### config.mk
export PLATFORM = sky130hd
export DESIGN_NAME = ovf_flag
export DESIGN_NICKNAME = d
export VERILOG_FILES = /design/src/rtl/ovf_flag.sv
export SDC_FILE = /design/constraint.sdc
export NUM_CORES = 1
export LEC_CHECK = 0
export CAP_MARGIN = 20
export CORE_AREA = 2 2 39 41
export CTS_BUF_LIST = sky130_fd_sc_hd__clkbuf_4
export CTS_CLUSTER_SIZE = 12
export DETAILED_ROUTE_END_ITERATION = 12
export DIE_AREA = 0 0 41 43
export RECOVER_POWER = 100
export SETUP_SLACK_MARGIN = 0.5
export SLEW_MARGIN = 10
export SYNTH_ARGS = -nofsm -noshare
export SYNTH_HDL_FRONTEND = slang
export SYNTH_SLANG_ARGS = --single-unit
### constraint.sdc
create_clock -name clk -period 0.8 [get_ports clk]
set_input_delay 0.16 -clock clk [delete_from_list [all_inputs] [get_ports clk]]
set_output_delay 0.16 -clock clk [all_outputs]
set_load 0.02 [all_outputs]
### src/rtl/ovf_flag.sv
module ovf_flag (
  input  logic clk,
  input  logic rst_n,
  input  logic carry_in,
  input  logic latch_in,
  input  logic clear_in,
  input  logic manual_mode,
  output logic overflow_now,
  output logic overflow_led,
  output logic blank_disable
);

  logic carry_q, latch_q;
  logic armed, held;
  logic carry_rise, latch_fall;

  assign carry_rise = carry_in & ~carry_q;
  assign latch_fall = latch_q & ~latch_in;

  always_ff @(posedge clk or negedge rst_n) begin
    if (!rst_n) begin
      carry_q <= 1'b0;
      latch_q <= 1'b0;
    end else begin
      carry_q <= carry_in;
      latch_q <= latch_in;
    end
  end

  always_ff @(posedge clk or negedge rst_n) begin
    if (!rst_n)          armed <= 1'b0;
    else if (clear_in)   armed <= 1'b0;
    else if (carry_rise) armed <= 1'b1;
  end

  always_ff @(posedge clk or negedge rst_n) begin
    if (!rst_n)          held <= 1'b0;
    else if (clear_in)   held <= 1'b0;
    else if (latch_fall) held <= armed;
  end

  assign overflow_now  = armed;
  assign overflow_led  = manual_mode ? armed : held;
  assign blank_disable = overflow_led;


  arm_on_carry_chk: assert property (@(posedge clk) disable iff (!rst_n)
    (carry_in && !carry_q && !clear_in) |=> overflow_now);


  sticky_chk: assert property (@(posedge clk) disable iff (!rst_n)
    (overflow_now && !clear_in) |=> overflow_now);


  clear_wins_chk: assert property (@(posedge clk) disable iff (!rst_n)
    clear_in |=> (!overflow_now && !held));


  held_only_on_fall_chk: assert property (@(posedge clk) disable iff (!rst_n)
    (!clear_in && !(latch_q && !latch_in)) |=> $stable(held));

endmodule

# After elaboration in Yosys (flattened, before gate mapping)
# Index checks and enable logic that the tools add are counted.
# Widths: inputs -> output; s select.
[op_classes]
bitwise_logic = 4
n_mux = 5
reduce_logical = 2
[ops]
columns = ["cell", "n"]
rows = [
  ["$mux 1", 5],
  ["$reduce_bool 2->1", 2],
  ["$and 1x1->1", 2],
  ["$not 1->1", 2],
]
[totals]
input_bits = 6
word_cells = 15
out_inout_bits = 3
regBits = 4

# Depth between registers and ports, before layout
# Gate-level depths: netlist of run 1.
[logic_depth]
word_depth = 4
ltp_mapped = 2
mapped_depth_nobuf = 2

# Worst setup path before layout of run 1
# Ideal clock, no wire load.
[synth_path]
path_kind = "register -> output"
from = "register armed, in the netlist overflow_now"
to = "output port overflow_led"
required_time_ns = 0.640
path_slack_ns = -0.303
n_path_buf = 1
path_stages_with_launch = 3
t_arrival_ns = 0.943
path_cell_list = "dfrtp_1 mux2_4 buf_4"
[synth_between]
elab_chain_len = 1
[synth_lines]
columns = ["item", "line", "rtl"]
rows = [
  ["start, declared", "14", "logic armed, held;"],
  ["start signal, assigned", "31", "if (!rst_n) armed <= 1'b0;"],
  ["start signal, assigned", "32", "else if (clear_in) armed <= 1'b0;"],
  ["start signal, assigned", "33", "else if (carry_rise) armed <= 1'b1;"],
  ["$mux 1", "43", "assign overflow_led = manual_mode ? armed : held;"],
  ["end, declared", "9", "output logic overflow_led,"],
]
# Every way passes these cells.

# Final worst setup path of run 1
[layout_path]
from = "register armed, in the netlist overflow_now"
to = "output port blank_disable"
[layout_between]
elab_chain_len = 1
[layout_lines]
columns = ["item", "line", "rtl"]
rows = [
  ["$mux 1", "43", ""],
  ["end, declared", "10", "output logic blank_disable"],
]
# Every way passes these cells.

==> reports/qor.csv, run 1 <==
metric;value;unit
status;finished with violations;
violations;negative hold slack, negative setup slack;
coreArea;0.001384;mm2
seq_area_frac_synth;60.15;%
reg2regPathDepth;4;
setup_viol;5;
r2r_end;held;
worstMarginPinSlew;0.1827;ns
cap_violations;0;
finClkSkew;0.01448;ns
avgViaCountPerCell;3.429;
hold_ws;-0.1486;ns
drt_iter0_drc;0;
worstSetupEndpointType;output pin;
fp.dieH;43;um
rsz0062_at_grt;yes;
cts_buffers;3;
antenna_found_initial;0;
fmax;829.7;MHz
slowest_delay;0.40;ns
power_density;2024;mW/mm2
period_needed;1.205;ns
min_path_type;primary input to async pin;
start_kind;flop;
yosysWarnings;0;
regToRegSetupSlack;-0.10;ns
die_x;41;um
post-route-period-util;150.7;%
clk_latency;0.24;ns
io_pins;9;
ant_nets;0;
syn-cell-area;166.4;um2
area_growth;85.71;%
vias;144;
grt_usage;5.752;%
wl_per_cell;9.071;um
dp.cells;37;
vdd_drop_max;1129;uV
die_area;0.001763;mm2
tritoncts;done;
layoutNonFillerInstCount;42;
crit_chain;mux2_4 > buf_6;
nets;33;
clk_pin_slew;0.05;ns
first_global_vias;144;
drc;0;
cts-root-buf;clkbuf_4;
syn-num-nets;19;
slew_headroom;87.82;%
finalHoldViolCount;4;
diodes;0;
crit_type;flop to output pin;
yosys_register_bits;4;
clock_path_buffers;2;
cp.required;0.64;ns
start_util;12.03;%
placementRows;14;
totalWireLength;381;um
final_cell_mix;clkbuf_4, buf_6, dfrtp_1, dlygate4sd2_1, nand2b_1;
power;0.0006255;W
avgSynthCellArea;12.80;um2
grt_pass1_wl;621;um
h-tree-depth;1;
slew_violations;0;
crit-reg2reg-launch;overflow_now;
drt_pass1_iterations;1;
place_congestion;0.5764;
cts_sinks;4;
port_buffers;8;
p_leak;0.1413;nW
cp_slowest_cell;dfrtp_2;
cp_data_arrival_time;1.05;ns
grt_max_degree;5;
ys_types;9;
worst_slack;-0.4053;ns
path_max_fanout;2;
netlist_instances;13;
grt_overflow;0;
tns;-1.314;ns
drive_gt1_share;46.15;%
-- sequential cells by signal, indices dropped and copies added (netlist names) --
register	count
carry_q	1
overflow_now	1
held	1
latch_q	1
-- power by group --
group / internal [W] / leakage [nW] / switching (W)
Clock: 0.000222 / 0.0184 / 0.0000941
Combinational: 0.0000546 / 0.0741 / 0.0000374
Sequential: 0.000214 / 0.0488 / 0.00000412
Total: 0.000490 / 0.141 / 0.000136
-- cells by family after synthesis --
logic type / Yosys count / share of synthesized area [%]
flip-flops: 4 / 60.15
buffers and inverters: 2 / 6.766
multiplexers: 1 / 9.020
AND/OR/NAND/NOR: 4 / 18.05
AO/OA/AOI/OAI: 2 / 6.009
-- cells in the mapped netlist --
library cell	number	area, um2
a21oi_1	1	5.000
buf_4	1	7.510
nor2b_1	1	6.260
dfrtp_1	4	100.1
nand2b_1	2	12.51
inv_1	1	3.750
o21ai_1	1	5.000
nand4bb_1	1	11.26
mux2_4	1	15.01
-- worst max path at each step --
stage,depth (start not counted),startpoint,end
after floorplan,2,overflow_now,overflow_led
after detailed placement,3,manual_mode,blank_disable
after global routing,2,overflow_now,overflow_led
after CTS,2,overflow_now,blank_disable
final,2,overflow_now,blank_disable
after global placement,3,manual_mode,overflow_led
-- worst max-delay path: cells and delay by family (launching register included) --
| kind | cells | cell delay [ns] |
|---|---|---|
| flip-flops | 1 | 0.40 |
| buffers and inverters | 1 | 0.13 |
| multiplexers | 1 | 0.27 |
-- routing by layer --
metal  wire [um]  up-vias  GRT usage, %
met4           0        0         2.000
met2         161        9         6.875
met5           0        -             0
li1            -       67             -
met3          60        0         6.806
met1         159       68         6.209
-- area by class of cell --
cell class,instances,area (um2)
Timing Repair Buffer,10,98.84
Clock buffer,4,30.03
Tap cell,16,20.02
Sequential cell,4,101.3
Multi-Input combinational cell,7,55.05
Fill cell,152,1075
Inverter,1,3.754
-- through the flow --
step | utilization [%] | area [um2] | worst slack [ns]
after detailed placement | 19.35 | 267.8 | -0.8681
after floorplan | - | 171.4 | -0.2563
final | 22.33 | 309.0 | -0.4053
after CTS | 21.43 | 296.5 | -0.4127
after global routing | 22.33 | 309.0 | -0.4384
after global placement | 19.35 | 267.8 | -0.8598
-- timing repair --
item | in CTS | in global routing
hold endpoints to repair | 4 | 4
setup buffers | 0 | 1
gates resized for setup | 22 | 3
gates cloned | 0 | 0
pin swaps | 0 | 1
setup endpoints to repair | 11 | 6
Power figures use the tool's default switching activity.
==> inputs of run 2 (changes only) <==
--- a/config.mk
+++ b/config.mk
@@ -6,11 +6,14 @@
 export NUM_CORES = 1
 export LEC_CHECK = 0
 export CAP_MARGIN = 20
+export CELL_PAD_IN_SITES_DETAIL_PLACEMENT = 1
+export CELL_PAD_IN_SITES_GLOBAL_PLACEMENT = 1
 export CORE_AREA = 2 2 39 41
 export CTS_BUF_LIST = sky130_fd_sc_hd__clkbuf_4
 export CTS_CLUSTER_SIZE = 12
 export DETAILED_ROUTE_END_ITERATION = 12
 export DIE_AREA = 0 0 41 43
+export PLACE_DENSITY_LB_ADDON = 0.3
 export RECOVER_POWER = 100
 export SETUP_SLACK_MARGIN = 0.5
 export SLEW_MARGIN = 10
==> reports/qor.csv, run 2 (same netlist as run 1, synthesis figures left out) <==
metric;value;unit
status;finished with violations;
violations;negative hold slack, negative setup slack;
wl_per_cell;9.548;um
drive_gt1_share;50.00;%
first_global_vias;172;
worstSetupEndpointType;output pin;
avgViaCountPerCell;3.571;
top_layer_used;met3;
grt_pass1_wl;669;um
cap_violations;0;
pre_cts_ws;-0.8495;ns
seqPwrFrac;34.9;%
ant_nets;0;
tritoncts;done;
coreArea;0.001384;mm2
die_area;0.001763;mm2
pwr-share-comb;15.1;%
p_int;0.0004898;W
path_max_fanout;2;
totalWireLength;401;um
dpl-instance-area;267.8;um2
cts_buffers;3;
finalHoldViolCount;4;
drt_pass1_iterations;2;
design_area;311.5;um2
nets;33;
worst_slack;-0.3991;ns
switching_share;21.53;%
post-route-period-util;149.9;%
setup_viol;5;
vdd_drop_max;542.4;uV
worstMarginPinSlew;0.1854;ns
cts-root-buf;clkbuf_4;
grt_usage;6.445;%
diodes;0;
slew_violations;0;
grt_overflow;0;
wl_met1;156;um
slew_headroom;87.64;%
area_growth;87.22;%
min_path_type;primary input to async pin;
cp_data_arrival_time;1.04;ns
finClkSkew;0.001778;ns
power_density;2004;mW/mm2
placementRows;14;
h-tree-depth;1;
cp.required;0.64;ns
fp.dieH;43;um
grt_max_degree;5;
fmax;833.9;MHz
clock_path_buffers;2;
switchingPower;0.0001344;W
io_pins;9;
start_kind;flop;
die_x;41;um
rsz0062_at_grt;yes;
period_needed;1.199;ns
cts_sinks;4;
start_util;12.03;%
port_buffers;8;
wl_met3;50;um
clk_pin_slew;0.04;ns
drc;0;
p_leak;0.1429;nW
clk_latency;0.24;ns
p_clk_share;50.0;%
final_cell_mix;clkbuf_4, dlygate4sd2_1, buf_6, dfrtp_1, nand2b_1;
crit_type;flop to output pin;
met2WireLength;194;um
place_congestion;0.6537;
hold_ws;-0.1390;ns
antenna_found_initial;0;
drt_iter0_drc;2;
vias;150;
==> run 2: path summary, 6_finish.rpt <==
kind | cells after the start | from | slack, ns | endpoint
min in group clk | 1 | carry_in | 0.18 | carry_q
hold reg to reg | 2 | carry_q | 0.51 | overflow_now
max in group asynchronous | 1 | rst_n | 0.76 | overflow_now
setup reg to reg | 4 | overflow_now | -0.11 | held
hold / removal | 1 | rst_n | -0.14 | latch_q
setup / recovery | 2 | overflow_now | -0.40 | blank_disable
==> run 2: area by class of cell <==
| cell class | count | area, um2 |
|---|---|---|
| multi-input cells | 7 | 58.81 |
| fillers | 162 | 1072 |
| well taps | 16 | 20.02 |
| clock buffers | 4 | 30.03 |
| inverters | 1 | 3.754 |
| flip-flops and latches | 4 | 101.3 |
| repair buffers | 10 | 97.59 |
==> run 2: what timing repair did <==
item                                   CTS  global route
pin swaps                                0             0
setup endpoints to repair               11             5
setup buffers                            1             0
endpoints found under the hold margin    4             4
gates resized for setup                 25             0
cloned                                   0             0
==> run 2: metal layers <==
| layer | GRT usage, % | up-vias |
|---|---|---|
| li1 | - | 67 |
| met1 | 7.143 | 72 |
| met2 | 7.500 | 11 |
| met3 | 3.141 | 0 |
| met4 | 8.000 | 0 |
| met5 | 0 | - |
==> run 2: worst max-delay path: stages (launching register included) <==
cell and delay (ns):
dfrtp_2 0.39, mux2_4 0.27, buf_6 0.13
==> run 2: power groups by stage <==
stage | logic, W | clock network [W] | registers (W)
6_report | 0.0000942 | 0.000312 | 0.000218
5_1_grt | 0.000102 | 0.000352 | 0.000219
4_1_cts | 0.0000957 | 0.000333 | 0.000218
3_5_place_dp | 0.0000882 | 0 | 0.000221
3_3_place_gp | 0.0000853 | 0 | 0.000220
2_1_floorplan | 0.0000310 | 0 | 0.000225
==> run 2: through the flow <==
| step | util, % | setup TNS (ns) | instances | hold slack, ns | power, W |
|---|---|---|---|---|---|
| floorplan | - | -0.3697 | 13 | -0.1356 | 0.0002564 |
| finish | 22.51 | -1.300 | 42 | -0.1390 | 0.0006243 |
| CTS | 22.51 | -1.350 | 42 | -0.1429 | 0.0006473 |
| detailed placement | 19.35 | -2.450 | 37 | 0.3838 | 0.0003093 |
| global placement | 19.35 | -2.364 | 37 | 0.3709 | 0.0003055 |
| global route | 22.51 | -1.472 | 42 | -0.1453 | 0.0006735 |
